<file path="src/rtl/pw_accept_pkg.sv">
package pw_accept_pkg;

  localparam logic [3:0] CMD_MEM_WR     = 4'b0111;
  localparam logic [3:0] CMD_MEM_WR_INV = 4'b1111;

  typedef enum logic [2:0] {
    ST_IDLE,
    ST_DECODE,
    ST_CLAIM,
    ST_DATA,
    ST_HOLD,
    ST_RETRY,
    ST_SKIP
  } tgt_state_t;

  function automatic logic is_posted_cmd(input logic [3:0] c);
    return (c == CMD_MEM_WR) || (c == CMD_MEM_WR_INV);
  endfunction

  // line sizes that define a usable aligned cache line
  function automatic logic line_size_legal(input logic [31:0] cls);
    return (cls == 32'd1) || (cls == 32'd2) || (cls == 32'd4) ||
           (cls == 32'd8) || (cls == 32'd16);
  endfunction

  // true when dw is the last DWORD of an aligned block of span (power of two)
  function automatic logic last_in_span(input logic [31:0] dw, input logic [31:0] span);
    return (dw & (span - 32'd1)) == (span - 32'd1);
  endfunction

  // free entries, counting the current word, leave room for one more full line
  function automatic logic room_for_next_line(input logic [31:0] free, input logic [31:0] cls);
    return free > cls;
  endfunction

endpackage

</file>
<file path="src/rtl/pw_addr_track.sv">
module pw_addr_track #(
  parameter int ADDR_W = 32,
  localparam int DW_W = ADDR_W - 2
) (
  input  logic              clk,
  input  logic              rst_n,
  input  logic              load,
  input  logic [ADDR_W-1:0] load_addr,
  input  logic [3:0]        load_cmd,
  input  logic              load_hit,
  input  logic              step,
  output logic [DW_W-1:0]   cur_dw,
  output logic [DW_W-1:0]   start_dw,
  output logic [3:0]        cmd_q,
  output logic              hit_q
);

  always_ff @(posedge clk or negedge rst_n) begin
    if (!rst_n) begin
      cur_dw   <= '0;
      start_dw <= '0;
      cmd_q    <= '0;
      hit_q    <= 1'b0;
    end else if (load) begin
      cur_dw   <= load_addr[ADDR_W-1:2];
      start_dw <= load_addr[ADDR_W-1:2];
      cmd_q    <= load_cmd;
      hit_q    <= load_hit;
    end else if (step) begin
      cur_dw   <= cur_dw + 1'b1;
    end
  end

endmodule

</file>
<file path="src/rtl/pw_disc_rules.sv">
module pw_disc_rules
  import pw_accept_pkg::*;
#(
  parameter int DW_W    = 30,
  parameter int CLS_W   = 8,
  parameter int FREE_W  = 6,
  parameter int PAGE_DW = 1024,
  parameter int BIG_LINE = 16
) (
  input  logic [3:0]        cmd,
  input  logic [DW_W-1:0]   dw,
  input  logic [CLS_W-1:0]  cls,
  input  logic              split_on_line,
  input  logic [FREE_W-1:0] free,
  output logic              bound_stop,
  output logic              full_stop
);

  logic [31:0] dw32, cls32, free32;
  logic        cls_ok, page_end, line_end, room_ok;

  assign dw32   = 32'(dw);
  assign cls32  = 32'(cls);
  assign free32 = 32'(free);

  assign cls_ok   = line_size_legal(cls32);
  assign page_end = last_in_span(dw32, 32'(PAGE_DW));
  assign line_end = cls_ok && last_in_span(dw32, cls32);
  assign room_ok  = room_for_next_line(free32, cls32);

  always_comb begin
    bound_stop = page_end;
    if (cmd == CMD_MEM_WR_INV) begin
      if (!cls_ok)
        bound_stop = page_end;
      else if (cls32 == 32'(BIG_LINE))
        bound_stop = last_in_span(dw32, 32'(BIG_LINE));
      else
        bound_stop = page_end || (line_end && !room_ok);
    end else if (split_on_line && cls_ok) begin
      bound_stop = line_end || page_end;
    end
  end

  assign full_stop = (free32 <= 32'd1);

endmodule

</file>
<file path="src/rtl/pw_tgt_fsm.sv">
module pw_tgt_fsm
  import pw_accept_pkg::*;
#(
  parameter int FREE_W = 6
) (
  input  logic              clk,
  input  logic              rst_n,
  input  logic              frame,
  input  logic              irdy,
  input  logic              claimable,
  input  logic [FREE_W-1:0] free,
  input  logic              bound_stop,
  input  logic              full_stop,
  output logic              devsel,
  output logic              trdy,
  output logic              stop,
  output logic              addr_load,
  output logic              hdr_we,
  output logic              xfer
);

  localparam logic [FREE_W-1:0] NEED_FREE = FREE_W'(2);

  tgt_state_t state_q, state_d;
  logic       free_zero;

  assign free_zero = (free == '0);

  always_comb begin
    state_d   = state_q;
    devsel    = 1'b0;
    trdy      = 1'b0;
    stop      = 1'b0;
    addr_load = 1'b0;
    hdr_we    = 1'b0;
    case (state_q)
      ST_IDLE: begin
        if (frame) begin
          addr_load = 1'b1;
          state_d   = ST_DECODE;
        end
      end
      ST_DECODE: begin
        if (!claimable) begin
          state_d = ST_SKIP;
        end else if (free >= NEED_FREE) begin
          hdr_we  = 1'b1;
          state_d = ST_CLAIM;
        end else begin
          state_d = ST_RETRY;
        end
      end
      ST_CLAIM: begin
        devsel  = 1'b1;
        state_d = ST_DATA;
      end
      ST_DATA: begin
        devsel = 1'b1;
        trdy   = !free_zero;
        stop   = bound_stop || full_stop;
        if (irdy && trdy) begin
          if (!frame)     state_d = ST_IDLE;
          else if (stop)  state_d = ST_HOLD;
        end else if (!trdy) begin
          state_d = frame ? ST_HOLD : ST_IDLE;
        end
      end
      ST_HOLD, ST_RETRY: begin
        devsel = 1'b1;
        stop   = 1'b1;
        if (!frame) state_d = ST_IDLE;
      end
      ST_SKIP: begin
        if (!frame) state_d = ST_IDLE;
      end
      default: state_d = ST_IDLE;
    endcase
  end

  assign xfer = irdy && trdy;

  always_ff @(posedge clk or negedge rst_n) begin
    if (!rst_n) state_q <= ST_IDLE;
    else        state_q <= state_d;
  end

endmodule

</file>
<file path="src/rtl/pw_accept_ctrl.sv">
module pw_accept_ctrl
  import pw_accept_pkg::*;
#(
  parameter int ADDR_W     = 32,
  parameter int DATA_W     = 32,
  parameter int CLS_W      = 8,
  parameter int FIFO_DEPTH = 32,
  parameter int PAGE_BYTES = 4096,
  localparam int DW_W      = ADDR_W - 2,
  localparam int FREE_W    = $clog2(FIFO_DEPTH + 1),
  localparam int WORD_W    = 4 + ADDR_W,
  localparam int PAGE_DW   = PAGE_BYTES / 4
) (
  input  logic              clk,
  input  logic              rst_n,
  input  logic              bus_frame,
  input  logic              bus_irdy,
  input  logic [3:0]        bus_cmd,
  input  logic [ADDR_W-1:0] bus_addr,
  input  logic [DATA_W-1:0] bus_data,
  input  logic              tgt_hit,
  input  logic [CLS_W-1:0]  line_dw,
  input  logic              split_on_line,
  input  logic [FREE_W-1:0] fifo_free,
  output logic              devsel,
  output logic              trdy,
  output logic              stop,
  output logic              fifo_we,
  output logic              fifo_hdr,
  output logic [WORD_W-1:0] fifo_wdata
);

  logic            load_w, hdr_w, xfer_w, bound_w, full_w, claim_w;
  logic [DW_W-1:0] cur_dw, start_dw;
  logic [3:0]      cmd_q;
  logic            hit_q;

  pw_addr_track #(.ADDR_W(ADDR_W)) u_addr (
    .clk       (clk),
    .rst_n     (rst_n),
    .load      (load_w),
    .load_addr (bus_addr),
    .load_cmd  (bus_cmd),
    .load_hit  (tgt_hit),
    .step      (xfer_w),
    .cur_dw    (cur_dw),
    .start_dw  (start_dw),
    .cmd_q     (cmd_q),
    .hit_q     (hit_q)
  );

  pw_disc_rules #(
    .DW_W    (DW_W),
    .CLS_W   (CLS_W),
    .FREE_W  (FREE_W),
    .PAGE_DW (PAGE_DW),
    .BIG_LINE(16)
  ) u_rules (
    .cmd          (cmd_q),
    .dw           (cur_dw),
    .cls          (line_dw),
    .split_on_line(split_on_line),
    .free         (fifo_free),
    .bound_stop   (bound_w),
    .full_stop    (full_w)
  );

  assign claim_w = hit_q && is_posted_cmd(cmd_q);

  pw_tgt_fsm #(.FREE_W(FREE_W)) u_fsm (
    .clk       (clk),
    .rst_n     (rst_n),
    .frame     (bus_frame),
    .irdy      (bus_irdy),
    .claimable (claim_w),
    .free      (fifo_free),
    .bound_stop(bound_w),
    .full_stop (full_w),
    .devsel    (devsel),
    .trdy      (trdy),
    .stop      (stop),
    .addr_load (load_w),
    .hdr_we    (hdr_w),
    .xfer      (xfer_w)
  );

  assign fifo_we    = hdr_w || xfer_w;
  assign fifo_hdr   = hdr_w;
  assign fifo_wdata = hdr_w ? {cmd_q, start_dw, 2'b00}
                            : {{(WORD_W - DATA_W){1'b0}}, bus_data};

endmodule

</file>
<file path="config.mk">
export PLATFORM = sky130hd
export DESIGN_NAME = pw_accept_ctrl
export DESIGN_NICKNAME = d
export VERILOG_FILES = /design/src/rtl/pw_accept_pkg.sv /design/src/rtl/pw_addr_track.sv /design/src/rtl/pw_disc_rules.sv /design/src/rtl/pw_tgt_fsm.sv /design/src/rtl/pw_accept_ctrl.sv
export SDC_FILE = /design/constraint.sdc
export NUM_CORES = 1
export LEC_CHECK = 0
export ABC_AREA = 1
export BUFFER_PORTS_ARGS = -buffer_cell sky130_fd_sc_hd__clkbuf_2
export CAP_MARGIN = 40
export CORE_ASPECT_RATIO = 1.5
export CORE_MARGIN = 3
export CORE_UTILIZATION = 35
export DETAILED_ROUTE_END_ITERATION = 10
export GPL_ROUTABILITY_DRIVEN = 0
export PLACE_DENSITY_LB_ADDON = 0.12
export SYNTH_ARGS = -nofsm -noshare
export SYNTH_HDL_FRONTEND = slang
export SYNTH_SLANG_ARGS = --single-unit
</file>
<file path="constraint.sdc">
create_clock -name clk -period 2.1 [get_ports clk]
set_input_delay 0.42 -clock clk [delete_from_list [all_inputs] [get_ports clk]]
set_output_delay 0.42 -clock clk [all_outputs]
set_load 0.01 [all_outputs]
</file>
# Word level (Yosys, flattened, before mapping)
# Cells that the tools add are included.
# word_totals
ff_bits,68
output_inout_bits,41
wordCells,80
# classes
add_sub_neg,2
n_lt_le_gt_ge,3
eq_ne,20
n_mux,25
bitwise_logic,1
reduce_logical,24
# op_table
op,n
two-way mux 30 bit,2
two-way mux 36 bit,1
bitwise AND 30 x 32 -> 32 bit,1
equality test 32 bit,1
"adder 30 x 1 -> 30 bit, second input constant",1
two-way mux 3 bit,9
case mux 3 bit (5 select lines),1
two-way mux 1 bit,11
"equality test 10 bit, second input constant",1
"equality test 3 bit, second input constant",3
logical OR 1 bit,9
"subtractor 8 x 1 -> 9 bit, second input constant",1
"equality test 4 bit, second input constant",2
"equality test 8 x 1 -> 1 bit, second input constant",1
"equality test 8 x 2 -> 1 bit, second input constant",1
"equality test 8 x 3 -> 1 bit, second input constant",1
"equality test 8 x 4 -> 1 bit, second input constant",1
"equality test 8 x 5 -> 1 bit, second input constant",1
> comparator 6 x 8 -> 1 bit,1
"equality test 3 x 2 -> 1 bit, second input constant",2
"greater-or-equal comparator 6 x 2 -> 1 bit, second input constant",1
"less-or-equal comparator 6 x 1 -> 1 bit, second input constant",1
logical AND 1 bit,6
zero test 6 bit,1
13 further kinds,15

# Logic depth before layout (Yosys ltp)
# logic_depth
depth_word,16
depth_mapped,19

# Cells and area by module
# From an unflattened synthesis, not the netlist that was laid out.
# unflattened
cells_unflattened,728
area_unflattened_um2,4755.8
# by_module_without_submodules
mod,n_inst,cells_per_inst,area_each_um2
pw_addr_track,1,455,3384.5
pw_disc_rules,1,102,553.0
pw_accept_ctrl,1,114,490.5
pw_tgt_fsm,1,57,327.8

# Worst setup path after synthesis
# Ideal clock, no wire load.
# synth_timing
path_type,input to output
startpoint,in line_dw[0]
endpoint,out stop
arrival_time_ns,1.763
required_time_ns,1.680
path_slack_ns,-0.083
stages,14
path_buffers,0
path_cell_list,inv_1 ha_1 inv_1 nand2_1 nand2_1 nand2_1 nand2_1 nor2_1 nand3_1 o21bai_1 nand2_1 nand2_1 a21oi_1 o21ai_0
# synth_via
elab_chain_len,13
# synth_rtl
item,line_no,source
from (decl),pw_accept_ctrl.sv:22,"input logic [CLS_W-1:0] line_dw,"
branches (longest 10 deep; another with subtractor 8 x 1 -> 9 bit),--,
two-way mux 1 bit (*),pw_disc_rules.sv:33,if (cmd == CMD_MEM_WR_INV) begin
logical OR 1 bit (*),pw_tgt_fsm.sv:60,stop = bound_stop || full_stop;
case mux 1 bit (2 select lines) (*),pw_tgt_fsm.sv:36,case (state_q)
to (decl),pw_accept_ctrl.sv:27,"output logic stop,"
# Mark *: on every way between the ends.

# Worst setup path in the final report
# layout_timing
startpoint,reg u_fsm.state_q[2]
endpoint,out fifo_wdata[9]
# layout_via
elab_chain_len,3
# layout_rtl
item,line_no,source
from (decl),pw_tgt_fsm.sv:24,"tgt_state_t state_q, state_d;"
from (signal assigned),pw_tgt_fsm.sv:84,else state_q <= state_d;
equality test 3 x 1 -> 1 bit,pw_tgt_fsm.sv:36,
two-way mux 1 bit,pw_tgt_fsm.sv:36,
two-way mux 36 bit,pw_accept_ctrl.sv:89,"assign fifo_wdata = hdr_w ? {cmd_q, start_dw, 2'b00}"
to (decl),pw_accept_ctrl.sv:30,output logic [WORD_W-1:0] fifo_wdata
# No other way between the ends.

==> results.txt <==
cell area after synthesis = 3090 sq um
total design power = 0.00440 W
setup-violating endpoint count in the final report = 36
actual transition at the worst max-transition pin = 630 ps
wire length per cell = 13.1 microns
Yosys warning count = 0
worst setup path class = flop to output pin
count of max-cap constraint violations = 0
starting utilization of the core area = 36.2%
Core Region = 8520 sq um
share of post-route cells with drive strength above 1 = 43.5%
detailed-route via count = 3445
Vias/cell = 4.69
violations in the final reports = setup timing
cell count after synthesis = 458
number of synthesized register bits = 48
crit path max fanout = 13
minimum clock period after layout = 2250 ps
worst vdd rail ir drop = 565 uV
chain of cells forming the critical path = nor2_2 > inv_2 > nor2_4 > inv_2 > nor2_4 > clkinv_4 > buf_16 > o21ai_1 > buf_2
gate family responsible for the most delay along the worst path = buffers and inverters
number of antenna violations at the first check in global routing = 0
Detailed Route Iter0 Violations = 87
Buffers & Inverters on Critical Path = 5
maximum number of pins on one net before global-route repair = 72
number of failing hold endpoints at the final stage = 0
data arrival time of the critical path = 1830 ps
dpl hpwl = 6.42 mm
remaining max-slew budget at the tightest pin = 58.0%
R2R Path Start = u_fsm.state_q[1]
syn nets = 557
unrepaired setup endpoints after global routing = true
fin area = 4820 sq um
DRT antenna net count = 0
total area of multi-input combinational cells = 1820 sq um
final net count = 727
CP endpoint kind = output pin
syn_area_per_cell = 6.74 sq um
count of cell types in the netlist = 29
Worst Slack Setup Final = -155 ps
post-placement setup slack = -259 ps
Worst setup SP type = flop
Hold WC Path Type = input port to async pin
level count of the clock H-tree = 2
GRT Residual Overflow = 0
Worst Skew = 4.10 ps
fraction of synthesis flops using an asynchronous set or reset pin = 100%
cell area reported after detailed placement = 4050 sq um
total routing resource utilization after global routing = 18.8%
Remaining DRCs = 0
die extent in x = 82.7 microns
area added between synthesis and finish = 56.3%
fin. max-slew vios = 0
CP max stage delay = 390 ps
top-count cell post-synth = sky130_fd_sc_hd__nand2_1
most frequent cells after synthesis = sky130_fd_sc_hd__nand2_1, sky130_fd_sc_hd__o21ai_0, sky130_fd_sc_hd__inv_1
number of clock sinks = 48
via count of the first global-routing pass = 3375
top post-synthesis cells by area = sky130_fd_sc_hd__dfrtp_1, sky130_fd_sc_hd__nand2_1, sky130_fd_sc_hd__o21ai_0, sky130_fd_sc_hd__inv_1, sky130_fd_sc_hd__nor2_1
r2r setup slk = 140 ps
fin crit share = 107%
Pre-antenna DRT Iters = 4
Rows = 41
sum of routed wire length over all layers = 9.62 mm
cell total after placement = 705
number of buffers inserted during clock tree synthesis = 5
Post-synth EDFFs = 0
proportion of netlist area held by the largest area contributor = 38.9%
LEAKAGE = 2.54 nW
first-pass GRT wire length = 14.8 mm
TritonCTS clock tree = done
Worst Reg2Reg Path Length in Cells = 12
vertical extent of the die = 121 microns
Crit-path slowest cell = sky130_fd_sc_hd__dfrtp_1
power density normalized to cell area = 912 nW/um^2
cell accounting for the most synthesized area = sky130_fd_sc_hd__dfrtp_1
Worst R2R End = u_addr.cur_dw[8]
clk_lat worst skew = 290 ps
buffer type at the clock tree root = sky130_fd_sc_hd__clkbuf_16
sequential share of the synthesized area = 38.9%
Peak Freq = 444 MHz
flip-flop and latch area = 1200 sq um
clock input transition at the sequential cells of the worst setup and hold paths = 60 ps
critical path data required time = 1680 ps
number of buffers added on ports = 126
maximum clock insertion buffer count = 2
number of antenna diodes = 0
die area = 10000 sq um
most used flip-flop cell after synthesis = sky130_fd_sc_hd__dfrtp_1
Cell Count, Final, Fillers Out = 735
number of filler instances in the final layout = 847
result of the run = complete, but fails checks
I/O pins = 129
[metrics by stage]
step / hold slack [ps] / util, % / setup TNS (ps)
after floorplan: 124 / - / 0
after global placement: 476 / 47.6 / -248
after detailed placement: 483 / 47.6 / -313
after CTS: 253 / 52.2 / -3540
after global routing: 285 / 56.7 / -8190
final: 220 / 56.7 / -4400
[cell families (layout without fill, tap and decap cells)]
family / Yosys count / count (layout) / share of synthesized area (%)
flops: 48 / 48 / 38.9
xor+xnor: 1 / 1 / 0.284
simple gates: 209 / 209 / 27.8
fa+ha+maj: 11 / 11 / 4.46
buf+inv: 91 / 261 / 11.6
compound gates: 98 / 98 / 17.0
[worst max path at each step]
stage	startpoint	end	depth (start not counted)
after floorplan	line_dw[0]	stop	14
after global placement	line_dw[1]	stop	16
after detailed placement	line_dw[1]	stop	16
after CTS	u_fsm.state_q[1]	fifo_wdata[12]	10
after global routing	line_dw[1]	stop	17
final	u_fsm.state_q[2]	fifo_wdata[9]	9
[worst register-to-register path, cell delays in order, from the launching register on]
cell and delay (ps):
sky130_fd_sc_hd__dfrtp_1 380, sky130_fd_sc_hd__nor2_2 60, sky130_fd_sc_hd__buf_4 130, sky130_fd_sc_hd__buf_4 120, sky130_fd_sc_hd__buf_4 120, sky130_fd_sc_hd__buf_4 120
sky130_fd_sc_hd__buf_4 120, sky130_fd_sc_hd__buf_4 130, sky130_fd_sc_hd__nand3_4 100, sky130_fd_sc_hd__inv_4 80, sky130_fd_sc_hd__buf_12 160, sky130_fd_sc_hd__a221oi_2 260
sky130_fd_sc_hd__a21oi_1 60
[registers in the layout (all words and copies together), names as in the netlist]
name and flops:
u_addr.cmd_q 4, u_addr.cur_dw 10, u_addr.hit_q 1, u_addr.start_dw 30, u_fsm.state_q 3
[per-layer routing]
metal,global-route usage (%),vias up,part of all wire (%)
li1,-,1786,-
met1,22.2,1554,39
met2,33.6,92,55
met3,2.82,13,4.5
met4,6.95,0,1.9
met5,0,-,0
[report_power, final]
group	leakage (nW)	total [W]	switching (W)	internal, W
Clock	0.0667	0.000757	0.000324	0.000433
Combinational	1.88	0.00207	0.00116	0.000906
Sequential	0.591	0.00157	0.000219	0.00136
[what timing repair did]
action,CTS,global route
pin swaps,7,22
resized for setup,48,112
buffers inserted,12,6
hold buffers,0,0
endpoints found under the setup margin,35,81
gates cloned,3,5
[cell usage in the layout, fill, tap and decap left out, types with 4 or more instances in the layout]
cell	n
sky130_fd_sc_hd__inv_1	55
sky130_fd_sc_hd__a31oi_1	4
sky130_fd_sc_hd__o21ai_1	9
sky130_fd_sc_hd__ha_1	4
sky130_fd_sc_hd__ha_4	7
sky130_fd_sc_hd__o21ai_2	21
sky130_fd_sc_hd__buf_4	45
sky130_fd_sc_hd__a21oi_1	9
sky130_fd_sc_hd__clkbuf_2	96
sky130_fd_sc_hd__o21ai_0	42
sky130_fd_sc_hd__buf_6	9
sky130_fd_sc_hd__nand2_1	121
sky130_fd_sc_hd__nand4_1	4
sky130_fd_sc_hd__nor2_2	5
sky130_fd_sc_hd__dfrtp_1	48
sky130_fd_sc_hd__clkbuf_16	9
sky130_fd_sc_hd__nand2_2	22
sky130_fd_sc_hd__nor2_1	30
sky130_fd_sc_hd__nor2_4	6
sky130_fd_sc_hd__buf_2	26
sky130_fd_sc_hd__inv_2	9
sky130_fd_sc_hd__nand3_1	13
[final cells by class]
type                       instances  area share (%)
inverter                          69            5.94
clock buffer                       6            2.67
sequential                        48            24.9
clock inverter                     1           0.104
multi-input combinational        319            37.7
tap                              107            2.77
timing repair buffer             185            26.0
Power figures use the tool's default switching activity.
